**src/rtl/remap_pkg.sv**
```systemverilog
package remap_pkg;
  // Master address width and the number of upper bits that pick a window.
  parameter int unsigned ADDR_W   = 32;
  parameter int unsigned WIN_W    = 4;
  // Slave identifier width.
  parameter int unsigned SLV_W    = 4;
  // Default map: windows wrap onto this many 256 MB slots of one slave.
  parameter int unsigned DEF_WRAP = 8;
  parameter int unsigned DEF_SLV  = 0;
endpackage

```
**src/rtl/remap_rst_sync.sv**
```systemverilog
// Asserts reset immediately and releases it only on a clock edge.
module remap_rst_sync #(
  parameter int unsigned STAGES = 2
) (
  input  logic clk,
  input  logic rst_n,
  output logic rst_sync_n
);
  logic [STAGES-1:0] chain_q;
  logic [STAGES-1:0] chain_d;

  always_comb begin
    chain_d = {chain_q[STAGES-2:0], 1'b1};
  end

  always_ff @(posedge clk or negedge rst_n) begin
    if (!rst_n) chain_q <= '0;
    else        chain_q <= chain_d;
  end

  assign rst_sync_n = chain_q[STAGES-1];
endmodule

```
**src/rtl/remap_table.sv**
```systemverilog
// Per-window configuration entries: {offset, slave}.
module remap_table #(
  parameter int unsigned WIN_W    = 4,
  parameter int unsigned SLV_W    = 4,
  parameter int unsigned DEF_WRAP = 8,
  parameter int unsigned DEF_SLV  = 0,
  localparam int unsigned NUM_WIN = 1 << WIN_W,
  localparam int unsigned ENT_W   = WIN_W + SLV_W
) (
  input  logic                            clk,
  input  logic                            rst_ni,
  input  logic                            we,
  input  logic [WIN_W-1:0]                idx,
  input  logic [ENT_W-1:0]                wdata,
  output logic [ENT_W-1:0]                rdata,
  output logic [NUM_WIN-1:0][ENT_W-1:0]   tbl_o
);
  logic [NUM_WIN-1:0][ENT_W-1:0] tbl_q;
  logic [NUM_WIN-1:0]            ld_en;

  for (genvar k = 0; k < NUM_WIN; k++) begin : g_ent
    localparam logic [WIN_W-1:0] DOFS = WIN_W'(k % DEF_WRAP);
    localparam logic [SLV_W-1:0] DSLV = SLV_W'(DEF_SLV);

    // Clock enable for this entry.
    always_comb begin
      ld_en[k] = we && (idx == WIN_W'(k));
    end

    always_ff @(posedge clk or negedge rst_ni) begin
      if (!rst_ni)       tbl_q[k] <= {DOFS, DSLV};
      else if (ld_en[k]) tbl_q[k] <= wdata;
    end

    // a write aimed elsewhere leaves this entry alone
    a_r7_other_stable: assert property (@(posedge clk) disable iff (!rst_ni)
      (we && idx != WIN_W'(k)) |=> $stable(tbl_q[k]));
  end

  assign rdata = tbl_q[idx];
  assign tbl_o = tbl_q;

  // the written value is in the addressed entry on the next cycle
  a_r6_write_lands: assert property (@(posedge clk) disable iff (!rst_ni)
    we |=> (tbl_q[$past(idx)] == $past(wdata)));

  // no write means no entry changes
  a_r7_idle_stable: assert property (@(posedge clk) disable iff (!rst_ni)
    !we |=> $stable(tbl_q));
endmodule

```
**src/rtl/remap_lookup.sv**
```systemverilog
// Window select, offset replacement and the single output register stage.
module remap_lookup #(
  parameter int unsigned ADDR_W   = 32,
  parameter int unsigned WIN_W    = 4,
  parameter int unsigned SLV_W    = 4,
  localparam int unsigned NUM_WIN = 1 << WIN_W,
  localparam int unsigned ENT_W   = WIN_W + SLV_W,
  localparam int unsigned LOW_W   = ADDR_W - WIN_W
) (
  input  logic                          clk,
  input  logic                          rst_ni,
  input  logic [NUM_WIN-1:0][ENT_W-1:0] tbl,
  input  logic                          req_valid,
  input  logic [ADDR_W-1:0]             req_addr,
  output logic                          rsp_valid,
  output logic [SLV_W-1:0]              rsp_slave,
  output logic [ADDR_W-1:0]             rsp_addr
);
  logic [WIN_W-1:0]  win;
  logic [ENT_W-1:0]  ent;
  logic [SLV_W-1:0]  slave_d, slave_q;
  logic [ADDR_W-1:0] addr_d, addr_q;
  logic              valid_q;

  always_comb begin
    win     = req_addr[ADDR_W-1 -: WIN_W];
    ent     = tbl[win];
    slave_d = ent[SLV_W-1:0];
    addr_d  = {ent[ENT_W-1 -: WIN_W], req_addr[LOW_W-1:0]};
  end

  always_ff @(posedge clk or negedge rst_ni) begin
    if (!rst_ni) valid_q <= 1'b0;
    else         valid_q <= req_valid;
  end

  // The data registers load only when a request is accepted.
  always_ff @(posedge clk or negedge rst_ni) begin
    if (!rst_ni) begin
      slave_q <= '0;
      addr_q  <= '0;
    end else if (req_valid) begin
      slave_q <= slave_d;
      addr_q  <= addr_d;
    end
  end

  assign rsp_valid = valid_q;
  assign rsp_slave = slave_q;
  assign rsp_addr  = addr_q;

  // each request produces a valid result on the next cycle
  a_r5_valid_next: assert property (@(posedge clk) disable iff (!rst_ni)
    req_valid |=> rsp_valid);
  // no request means no result on the next cycle
  a_r5_idle_next: assert property (@(posedge clk) disable iff (!rst_ni)
    !req_valid |=> !rsp_valid);
  // the outputs hold while no request is accepted
  a_r8_hold: assert property (@(posedge clk) disable iff (!rst_ni)
    !req_valid |=> ($stable(rsp_addr) && $stable(rsp_slave)));
  // the low address bits pass through unchanged
  a_r2_low_bits: assert property (@(posedge clk) disable iff (!rst_ni)
    req_valid |=> (rsp_addr[LOW_W-1:0] == $past(req_addr[LOW_W-1:0])));
endmodule

```
**src/rtl/addr_remap.sv**
```systemverilog
module addr_remap
  import remap_pkg::*;
#(
  localparam int unsigned ENT_W   = WIN_W + SLV_W,
  localparam int unsigned NUM_WIN = 1 << WIN_W
) (
  input  logic              clk,
  input  logic              rst_n,
  input  logic              cfg_we,
  input  logic [WIN_W-1:0]  cfg_idx,
  input  logic [ENT_W-1:0]  cfg_wdata,
  output logic [ENT_W-1:0]  cfg_rdata,
  input  logic              req_valid,
  input  logic [ADDR_W-1:0] req_addr,
  output logic              rsp_valid,
  output logic [SLV_W-1:0]  rsp_slave,
  output logic [ADDR_W-1:0] rsp_addr
);
  logic                          rst_ni;
  logic [NUM_WIN-1:0][ENT_W-1:0] tbl;

  remap_rst_sync #(.STAGES(2)) u_rst (
    .clk        (clk),
    .rst_n      (rst_n),
    .rst_sync_n (rst_ni)
  );

  remap_table #(
    .WIN_W    (WIN_W),
    .SLV_W    (SLV_W),
    .DEF_WRAP (DEF_WRAP),
    .DEF_SLV  (DEF_SLV)
  ) u_tbl (
    .clk    (clk),
    .rst_ni (rst_ni),
    .we     (cfg_we),
    .idx    (cfg_idx),
    .wdata  (cfg_wdata),
    .rdata  (cfg_rdata),
    .tbl_o  (tbl)
  );

  remap_lookup #(
    .ADDR_W (ADDR_W),
    .WIN_W  (WIN_W),
    .SLV_W  (SLV_W)
  ) u_lkp (
    .clk       (clk),
    .rst_ni    (rst_ni),
    .tbl       (tbl),
    .req_valid (req_valid),
    .req_addr  (req_addr),
    .rsp_valid (rsp_valid),
    .rsp_slave (rsp_slave),
    .rsp_addr  (rsp_addr)
  );
endmodule

```
**config.mk**
```make
export PLATFORM = sky130hd
export DESIGN_NAME = addr_remap
export DESIGN_NICKNAME = d
export VERILOG_FILES = /design/src/rtl/remap_pkg.sv /design/src/rtl/remap_rst_sync.sv /design/src/rtl/remap_table.sv /design/src/rtl/remap_lookup.sv /design/src/rtl/addr_remap.sv
export SDC_FILE = /design/constraint.sdc
export NUM_CORES = 1
export LEC_CHECK = 0
export BUFFER_PORTS_ARGS = -buffer_cell sky130_fd_sc_hd__buf_2
export CAP_MARGIN = 0
export CORE_MARGIN = 2
export CORE_UTILIZATION = 30
export CTS_BUF_LIST = sky130_fd_sc_hd__clkbuf_8
export CTS_CLUSTER_SIZE = 20
export DETAILED_ROUTE_END_ITERATION = 8
export GPL_ROUTABILITY_DRIVEN = 0
export PLACE_DENSITY_LB_ADDON = 0.2
export SYNTH_ARGS = -nofsm -noshare
export SYNTH_HDL_FRONTEND = slang
export SYNTH_HIERARCHICAL = 1
export SYNTH_SLANG_ARGS = --single-unit
```
**constraint.sdc**
```tcl
create_clock -name clk -period 7.7 [get_ports clk]
set_input_delay 1.54 -clock clk [delete_from_list [all_inputs] [get_ports clk]]
set_output_delay 1.54 -clock clk [all_outputs]
set_load 0.1 [all_outputs]
```
==> summary.txt <==
Layout
  – Area grow syn2layout: 13.1%
  – Antenna Cells: 0
  – Final net count: 640
  – Proportion of layout cells with a drive suffix above 1: 0.618
  – Filler Cell Count: 2,757
  – Post-route cell area: 0.00948 mm^2

Clock tree
  – H-tree Lvls: 4
  – CTS tree: yes
  – Clk root buf: clkbuf_8
  – Post-CTS setup-driven buffer insertion count: 0
  – Cts hold-fix bufs: 0
  – CTS Buffer Depth: 2
  – Later-pin clock latency in the skew report: 450 ps
  – Post_cts resized: 0
  – CTS clk-pin slew, worst paths: 100 ps
  – CTS Buf Count: 17
  – Sinks on Clock Net: 167

Power and ir drop
  – Peak VDD IR: 109 uV
  – Pleak: 4.03 nW
  – Cell Pwr Density: 273 mW/mm^2

Global routing
  – Gr busiest metal: met2
  – Total gr overflow: 0
  – Vias in the first global route: 5,416
  – Total Routing Usage GR: 0.164
  – Met2 GRT Util: 0.270
  – First-pass GRT wire length: 34.4 mm
  – Met3 usage: 0.0419
  – Initial antenna violation count: 2
  – Pin count of the biggest net entering global routing: 78
  – Met1 GRT Util: 0.218

Placed design
  – Post-DP HPWL: 14.5 mm
  – Input/output buffers: 92
  – Post-placement cell area: 0.00912 mm^2

Synth
  – Seq/Total Area, Yosys: 0.502
  – Mapped Nets: 563
  – Syn_area_per_cell: 16.3 um^2
  – Gate Count Post-Synth: 515
  – Cell Area, Synth: 0.00838 mm^2
  – Yosys cell types: 31
  – Synth Warn #: 6
  – Synthesized flop and latch total: 167

STA
  – Fmax: 0.188 GHz
  – Max Slew Vio Count: 0
  – Min Tclk post-route: 5320 ps
  – Fin crit share: 0.691
  – Final-report hold violation count: 0
  – Clk_skew: 14.0 ps
  – Setup TNS Final: 0 ps
  – Worst-Margin Slew: 1040 ps
  – # setup viols final: 0
  – Slew margin rel.: 0.306
  – Unrepaired setup endpoints after global routing: false

Floorplanning
  – Total die area: 0.0293 mm^2
  – Row Count: 61
  – Initial Util: 0.303
  – DIE WIDTH: 171 um
  – Die Y: 171 um
  – # IOs: 93
  – Core Footprint: 0.0276 mm^2

Worst setup path
  – Critical Path RT: 6160 ps
  – CP arrival: 3780 ps
  – Max Fanout on Critical Path: 22
  – CP startpoint kind: input port
  – Crit Path Class: in2out
  – Endpoint class of the critical path: output port

Route
  – Final ANT Viol Nets: 0
  – DR vias: 5,068
  – DR iter-0 viols: 301
  – Drt pass-1 iters: 5
  – Vias per inst: 5.16
  – DRC Markers: 0
  – WL/cell: 23.5 um
  – DRT Wirelength: 23.1 mm

Min path
  – Worst min path class: reg2async

Job
  – Max-Cap Viols: 0

Run status
  – Status: complete, no violations
cells in the mapped netlist, drive strengths merged:
cell    count  area share
or2         1     0.00075
nor2       19       0.011
nand3       1      0.0012
nor3b       1      0.0015
conb        1     0.00045
o22ai       8      0.0060
a221oi      8      0.0084
nand2      10      0.0045
nand2b      3      0.0022
clkbuf     13      0.0072
nor2b       3      0.0022
mux2i       8      0.0096
mux4       64        0.18
and2        2      0.0015
mux2      156        0.22
dfstp      24       0.075
or3         3      0.0022
buf        27       0.022
a22oi      16       0.014
nand3b      4      0.0045
dfrtp     143        0.43
where the power goes:
part	switching [mW]	leakage (nW)	internal, mW
clock	0.327	0.179	0.260
sequential	0.138	1.98	1.08
combinational	0.446	1.87	0.338
layout make-up:
type	instances	area (um^2)	share of cell area
Sequential cell	167	4210	0.444
Clock inverter	14	113	0.0119
Timing Repair Buffer	98	505	0.0533
Multi-Input combinational cell	308	3930	0.414
Clock buffer	18	248	0.0261
Tap cell	378	473	0.0499
stage by stage:
step	util	hold WS (ps)	worst slack, ps	std cells	power (mW)
3_3_place_gp	0.330	212	2390	951	2.00
2_1_floorplan	-	331	2740	515	1.84
6_report	0.343	215	2380	983	2.59
4_1_cts	0.343	225	2350	983	2.62
3_5_place_dp	0.330	217	2340	951	2.02
5_1_grt	0.343	245	2200	983	2.72
cell families after synthesis:
family	share of synthesized area
muxes	0.408
DFF	0.502
and+or+nand+nor	0.0318
buffers and inverters	0.0295
AOI/OAI and AO/OA	0.0287
other	0.000447
flip-flops by register name (all words and copies together) (netlist names):
register         flops
u_lkp/rsp_addr      32
u_rst/chain_q        2
u_lkp/rsp_slave      4
u_lkp/rsp_valid      1
u_tbl/tbl_o        128
layer usage:
metal | up-vias | wire [um] | part of all wire
met2 | 207 | 10900 | 0.47
li1 | 2145 | - | -
met5 | - | 23 | 0.00099
met1 | 2689 | 10400 | 0.45
met4 | 4 | 359 | 0.016
met3 | 23 | 1490 | 0.065
cells in the final DEF, fill, tap and decap left out, types with 2 or more instances in the layout:
cell        synthesis  layout
and2_1              2       2
a221oi_1            8       8
clkbuf_8            1      18
buf_4               5       6
nor2_2              9       9
mux2_4             24      24
a22oi_1            16      16
clkinvlp_4          0       5
nor2_1             10      10
nand3b_1            2       2
inv_1               0       2
buf_2              12      92
o22ai_1             8       8
nand2_1            10      10
dfrtp_1           143     142
nand3b_2            2       2
mux4_1             13      13
or3_1               3       3
mux4_2             51      51
clkinv_2            0       4
dfstp_2            24      24
nand2b_1            3       3
nor2b_1             3       2
mux2_2            131     131
mux2i_1             8       8
path summary, 6_finish.rpt:
check / from / end / slack (ps) / cells past startpoint
max: cfg_idx[0] / cfg_rdata[0] / 2380 / 6
min: u_rst/chain_q[1] / u_lkp/rsp_addr[29] / 220 / 0
max reg2reg: u_rst/chain_q[1] / u_tbl/tbl_o[22] / 6190 / 1
min reg2reg: u_rst/chain_q[1] / u_lkp/rsp_addr[29] / 220 / 0
max in group asynchronous: u_rst/chain_q[1] / u_tbl/tbl_o[22] / 6190 / 1
min in group clk: u_rst/chain_q[0] / u_rst/chain_q[1] / 360 / 0
worst max-delay path, cell delays in order:
cell and delay, ps:
buf_2 560, buf_4 480, mux4_2 570, a22oi_1 220, nand2_1 70, buf_2 310
(Power assumes the default switching activity.)
